<file path="config.mk">
export PLATFORM = sky130hd
export DESIGN_NAME = skew_counter_array
export DESIGN_NICKNAME = d
export VERILOG_FILES = /design/src/rtl/skew_pkg.sv /design/src/rtl/skew_word_next.sv /design/src/rtl/skew_ctrl.sv /design/src/rtl/skew_datapath.sv /design/src/rtl/skew_to_bin.sv /design/src/rtl/skew_counter_array.sv
export SDC_FILE = /design/constraint.sdc
export NUM_CORES = 1
export LEC_CHECK = 0
export ABC_CLOCK_PERIOD_IN_PS = 4500
export BUFFER_PORTS_ARGS = -buffer_cell sky130_fd_sc_hd__buf_2
export CAP_MARGIN = 25
export CORE_ASPECT_RATIO = 0.5
export CORE_MARGIN = 4
export CORE_UTILIZATION = 45
export CTS_BUF_LIST = sky130_fd_sc_hd__clkbuf_8
export CTS_CLUSTER_SIZE = 10
export DETAILED_ROUTE_END_ITERATION = 7
export SYNTH_ARGS = -nofsm -noshare
export SYNTH_HDL_FRONTEND = slang
export SYNTH_HIERARCHICAL = 1
export SYNTH_SLANG_ARGS = --single-unit
</file>
<file path="constraint.sdc">
create_clock -name clk -period 4.5 [get_ports clk]
set_input_delay 0.45 -clock clk [delete_from_list [all_inputs] [get_ports clk]]
set_output_delay 0.45 -clock clk [all_outputs]
set_load 0.05 [all_outputs]
</file>
<file path="src/rtl/skew_pkg.sv">
package skew_pkg;
  // Strobes from the control to the datapath.
  typedef struct packed {
    logic wipe;     // zero all words and overflow flags
    logic capture;  // load the read register
    logic rdZero;   // force the read register to zero
  } ctrlStrobe_t;
endpackage

</file>
<file path="src/rtl/skew_word_next.sv">
// Next-state function of one skew-binary word. At most two digits change.
module skew_word_next #(
  parameter int NUM_DIGITS = 5
) (
  input  logic [NUM_DIGITS-1:0] curVal,
  input  logic [NUM_DIGITS-1:0] curFlg,
  output logic [NUM_DIGITS-1:0] nxtVal,
  output logic [NUM_DIGITS-1:0] nxtFlg,
  output logic                  carryOut
);
  logic                  hasTwo;
  logic [NUM_DIGITS-1:0] bump;

  always_comb begin
    hasTwo   = |curFlg;
    // The digit that gains one: the neighbour of the 2, or digit 0.
    bump     = hasTwo ? (curFlg << 1) : {{(NUM_DIGITS-1){1'b0}}, 1'b1};
    carryOut = curFlg[NUM_DIGITS-1];
    // A bumped digit at 1 becomes 2, and one at 0 becomes 1. The old 2 becomes 0.
    nxtVal   = curVal ^ bump;
    nxtFlg   = bump & curVal;
  end
endmodule

</file>
<file path="src/rtl/skew_ctrl.sv">
// Control: resolves reset, clear and enable priority.
module skew_ctrl
  import skew_pkg::*;
#(
  parameter int NUM_WORDS = 8
) (
  input  logic                 rstN,
  input  logic                 clear,
  input  logic [NUM_WORDS-1:0] incEn,
  input  logic [NUM_WORDS-1:0] satVec,
  output ctrlStrobe_t          strobe,
  output logic [NUM_WORDS-1:0] stepVec
);
  always_comb begin
    strobe.wipe    = !rstN || clear;
    strobe.capture = rstN;
    strobe.rdZero  = !rstN;
    stepVec        = strobe.wipe ? '0 : (incEn & ~satVec);
  end
endmodule

</file>
<file path="src/rtl/skew_datapath.sv">
// Storage of all words, parallel stepping and the registered read port.
module skew_datapath
  import skew_pkg::*;
#(
  parameter int NUM_WORDS  = 8,
  parameter int NUM_DIGITS = 5,
  localparam int ADDR_W    = (NUM_WORDS > 1) ? $clog2(NUM_WORDS) : 1
) (
  input  logic                  clk,
  input  ctrlStrobe_t           strobe,
  input  logic [NUM_WORDS-1:0]  stepVec,
  input  logic [ADDR_W-1:0]     rdAddr,
  output logic [NUM_WORDS-1:0]  satVec,
  output logic [NUM_DIGITS-1:0] rdVal,
  output logic [NUM_DIGITS-1:0] rdFlg,
  output logic                  rdOvf
);
  logic [NUM_DIGITS-1:0] valMem [NUM_WORDS];
  logic [NUM_DIGITS-1:0] flgMem [NUM_WORDS];
  logic [NUM_DIGITS-1:0] valNxt [NUM_WORDS];
  logic [NUM_DIGITS-1:0] flgNxt [NUM_WORDS];
  logic [NUM_WORDS-1:0]  carryVec;
  logic [NUM_WORDS-1:0]  ovfMem;

  assign satVec = ovfMem;

  for (genvar w = 0; w < NUM_WORDS; w++) begin : g_word
    skew_word_next #(.NUM_DIGITS(NUM_DIGITS)) i_next (
      .curVal  (valMem[w]),
      .curFlg  (flgMem[w]),
      .nxtVal  (valNxt[w]),
      .nxtFlg  (flgNxt[w]),
      .carryOut(carryVec[w])
    );

    always_ff @(posedge clk) begin
      if (strobe.wipe) begin
        valMem[w] <= '0;
        flgMem[w] <= '0;
        ovfMem[w] <= 1'b0;
      end else if (stepVec[w]) begin
        if (carryVec[w]) begin
          ovfMem[w] <= 1'b1;  // saturate: keep the largest value
        end else begin
          valMem[w] <= valNxt[w];
          flgMem[w] <= flgNxt[w];
        end
      end
    end
  end

  always_ff @(posedge clk) begin
    if (strobe.rdZero) begin
      rdVal <= '0;
      rdFlg <= '0;
      rdOvf <= 1'b0;
    end else if (strobe.capture) begin
      if (32'(rdAddr) < NUM_WORDS) begin
        rdVal <= valMem[rdAddr];
        rdFlg <= flgMem[rdAddr];
        rdOvf <= ovfMem[rdAddr];
      end else begin
        rdVal <= '0;
        rdFlg <= '0;
        rdOvf <= 1'b0;
      end
    end
  end
endmodule

</file>
<file path="src/rtl/skew_to_bin.sv">
// Combinational skew-binary to binary conversion.
module skew_to_bin #(
  parameter int NUM_DIGITS = 5,
  localparam int OUT_W     = NUM_DIGITS + 1
) (
  input  logic [NUM_DIGITS-1:0] digVal,
  input  logic [NUM_DIGITS-1:0] digFlg,
  output logic [OUT_W-1:0]      binOut
);
  always_comb begin
    binOut = '0;
    for (int i = 0; i < NUM_DIGITS; i++) begin
      if (digFlg[i])
        binOut = binOut + ((OUT_W'(1) << (i + 2)) - OUT_W'(2));
      else if (digVal[i])
        binOut = binOut + ((OUT_W'(1) << (i + 1)) - OUT_W'(1));
    end
  end
endmodule

</file>
<file path="src/rtl/skew_counter_array.sv">
module skew_counter_array
  import skew_pkg::*;
#(
  parameter int NUM_WORDS  = 8,
  parameter int NUM_DIGITS = 5,
  localparam int ADDR_W    = (NUM_WORDS > 1) ? $clog2(NUM_WORDS) : 1,
  localparam int OUT_W     = NUM_DIGITS + 1
) (
  input  logic                  clk,
  input  logic                  rstN,
  input  logic                  clear,
  input  logic [NUM_WORDS-1:0]  incEn,
  input  logic [ADDR_W-1:0]     rdAddr,
  output logic [NUM_DIGITS-1:0] rdDigits,
  output logic [NUM_DIGITS-1:0] rdFlags,
  output logic                  rdOverflow,
  output logic [OUT_W-1:0]      rdBinary
);
  ctrlStrobe_t          strobe;
  logic [NUM_WORDS-1:0] stepVec;
  logic [NUM_WORDS-1:0] satVec;

  skew_ctrl #(.NUM_WORDS(NUM_WORDS)) i_ctrl (
    .rstN   (rstN),
    .clear  (clear),
    .incEn  (incEn),
    .satVec (satVec),
    .strobe (strobe),
    .stepVec(stepVec)
  );

  skew_datapath #(.NUM_WORDS(NUM_WORDS), .NUM_DIGITS(NUM_DIGITS)) i_dp (
    .clk    (clk),
    .strobe (strobe),
    .stepVec(stepVec),
    .rdAddr (rdAddr),
    .satVec (satVec),
    .rdVal  (rdDigits),
    .rdFlg  (rdFlags),
    .rdOvf  (rdOverflow)
  );

  skew_to_bin #(.NUM_DIGITS(NUM_DIGITS)) i_conv (
    .digVal(rdDigits),
    .digFlg(rdFlags),
    .binOut(rdBinary)
  );
endmodule

</file>
==> qor.csv <==
metric;value;unit
status;finished, final reports clean;
yosys-top-cells-area;edfxtp_1 39%, ha_1 9.0%, and2_1 8.3%;
yosysTopAreaCell;edfxtp_1;
wl_per_cell;17.90;um
die_y;90.25;um
ys_types;62;
grt_pass1_wl;20020;um
die_w;172.5;um
final_common_cell;and2_1;
antenna_cells;0;
setup_violations;0;
antenna_found_initial;0;
cts.htree.levels;3;
viasPerCell;5.598;
powerDensity;337.8;nW/um2
path_max_fanout;21;
cts_root_buf;clkbuf_8;
port_buffers;30;
min_period;4.233;ns
grt_overflow;0;
pin_count;31;
avgSynthCellArea;11.42;um2
synth_flop_cell;edfxtp_1;
rows;29;
cts.clk_slew.worst_paths;0.09;ns
drive_gt1_share;16.95;%
worst-setup-path-type;reg2out;
ys_async_sr_fraction;0;%
dp_cells;685;
endpoint_kind;output pin;
synthCells;533;
grt_pass1_vias;3659;
yosysWarnings;6;
finalHoldViolCount;0;
grt_setup_unrepaired;no;
layout_common_cells;81 x and2_1, 80 x edfxtp_1, 45 x nor2_1;
gp_congestion;0.7999;
slowest_stage;dfxtp_2;
ys_ff_latch;99;
drtAntennaViolNets;0;
drt_iter0_drc;255;
clockBufferDepth;2;
cts_tree;done;
start_util;47.00;%
cp.required;4.05;ns
hpwl;9097;um
synth_edf_count;80;
max_freq;236.3;MHz
netlist_area;6088;um2
worst_path_most_repeated_cell;nor2_1;
setup_tns;0;ns
hold-worst-slack;0.5039;ns
clock_latency;0.37;ns
finalCritPeriodShare;94.06;%
p_leak;2.670;nW
hp-class;reg2reg;
finalClockSkew;0.009188;ns
drv_slew;0;
cp-start-kind;register;
placeableCoreArea;12950;um2
cp_cell_sequence;nor2_1, or4b_1, o211ai_1, nor2_1, inv_1, ha_1, nand2b_1, o311ai_1, nand2_1, ha_1, nand2_1, nor2_1, nor4b_1, nor4b_2, buf_2;
synth_top_area_share;39.46;%
ir_drop;0.0001409;V
synth_fp_nets;591;
arrival;3.78;ns
layout_setup_ws;0.2673;ns
first_pass_iters;5;
finalNetCount;584;
die_area;15570;um2
cts_hold_buffers;0;
place_ws;0.4909;ns
vias;3924;
max-slew-margin-rel;40.05;%
slowest_delay;0.56;ns
fin_cells;701;
grt_start_max_net_pins;33;
cts_made_buffers;9;
post-route-drc-count;0;
grt_usage;16.46;%
worst_pin_slew;0.8993;ns
cap_violations;0;
routed_wirelength;12550;um
syn_to_final_growth;4.172;%
clkSinkCount;99;
seq_area_frac_synth;45.70;%
worst paths after layout:
check                                       start                 to  cells past startpoint  slack [ns]
worst min-delay path               i_dp/satVec[6]     i_dp/satVec[6]                      2        0.50
worst max-delay path                i_dp/rdFlg[2]        rdBinary[4]                     15        0.27
worst min register to register     i_dp/satVec[6]     i_dp/satVec[6]                      2        0.50
worst max register to register  i_dp/flgMem[3][0]  i_dp/valMem[3][0]                      4        2.78
worst max-delay path, delay by kind of cell, from the launching register on:
kind,cells,cell delay [ns]
adder cells (fa/ha/maj),2,0.49
AO/OA/AOI/OAI,2,0.33
AND/OR/NAND/NOR,9,1.61
buffers and inverters,2,0.42
flip-flops,1,0.56
power breakdown:
part	leakage, nW	internal (mW)	switching (mW)
logic	1.50	0.153	0.275
clock network	0.109	0.312	0.314
registers	1.06	1.03	0.0571
routing by layer:
layer | GRT usage, % | routed length [um] | vias to the layer above
met1 | 26.65 | 7001 | 1884
met4 | 4.905 | 170 | 0
met5 | 0 | 0 | -
li1 | - | - | 1951
met2 | 21.41 | 4878 | 74
met3 | 3.542 | 495 | 15
final cells by class:
| cell class | instances | area [um2] |
|---|---|---|
| Clock buffer | 9 | 123.9 |
| Clock inverter | 7 | 90.09 |
| Fill cell | 1180 | 6611 |
| Inverter | 6 | 22.52 |
| Multi-Input combinational cell | 379 | 2947 |
| Sequential cell | 99 | 2789 |
| Tap cell | 170 | 212.7 |
| Timing Repair Buffer | 31 | 157.7 |
synth_stat cells (all sizes together) (3+ instances only):
library cell,number
a21oi,12
clkbuf,22
mux2,22
dlygate4sd3,8
mux2i,23
nor2,45
edfxtp,80
ha,44
o211ai,3
a211oi,14
buf,19
dfxtp,19
a221o,8
nand2b,21
a22oi,4
and2,81
o22ai,8
or4,10
inv,6
o31a,4
nor2b,6
o21ai,8
nand2,11
and4bb,9
xor2,3
nand3,3
o221ai,3
metrics by stage:
step | total power, mW | util, % | area (um2)
final | 2.143 | 48.96 | 6342
after CTS | 2.166 | 48.91 | 6336
after detailed placement | 1.536 | 47.26 | 6122
after global routing | 2.255 | 48.96 | 6342
after floorplan | 1.443 | - | 6095
after global placement | 1.531 | 47.26 | 6122
kinds of logic (layout without fill, tap and decap cells):
logic type               count (synthesis)  count (layout)  synth area share (%)
AND/OR/NAND/NOR                        203             203                 20.16
flip-flops                              99              99                 45.70
AO/OA/AOI/OAI                           81              81                 10.15
buffers and inverters                   55              53                 6.001
multiplexers                            45              45                 7.850
adder cells (fa/ha/maj)                 44              44                 9.042
XOR/XNOR                                 6               6                 1.089
state kept, by name, indices dropped and copies added (netlist names):
| signal | flops |
|---|---|
| i_dp/flgMem | 40 |
| i_dp/valMem | 40 |
| i_dp/rdFlg | 5 |
| i_dp/satVec | 8 |
| i_dp/rdOvf | 1 |
| i_dp/rdVal | 5 |
what timing repair did:
item	in CTS	in global routing
endpoints found under the setup margin	0	2
setup buffers	0	0
gates resized for setup	0	5
endpoints found under the hold margin	0	0
Note: power is estimated with default switching activity, not from simulation.
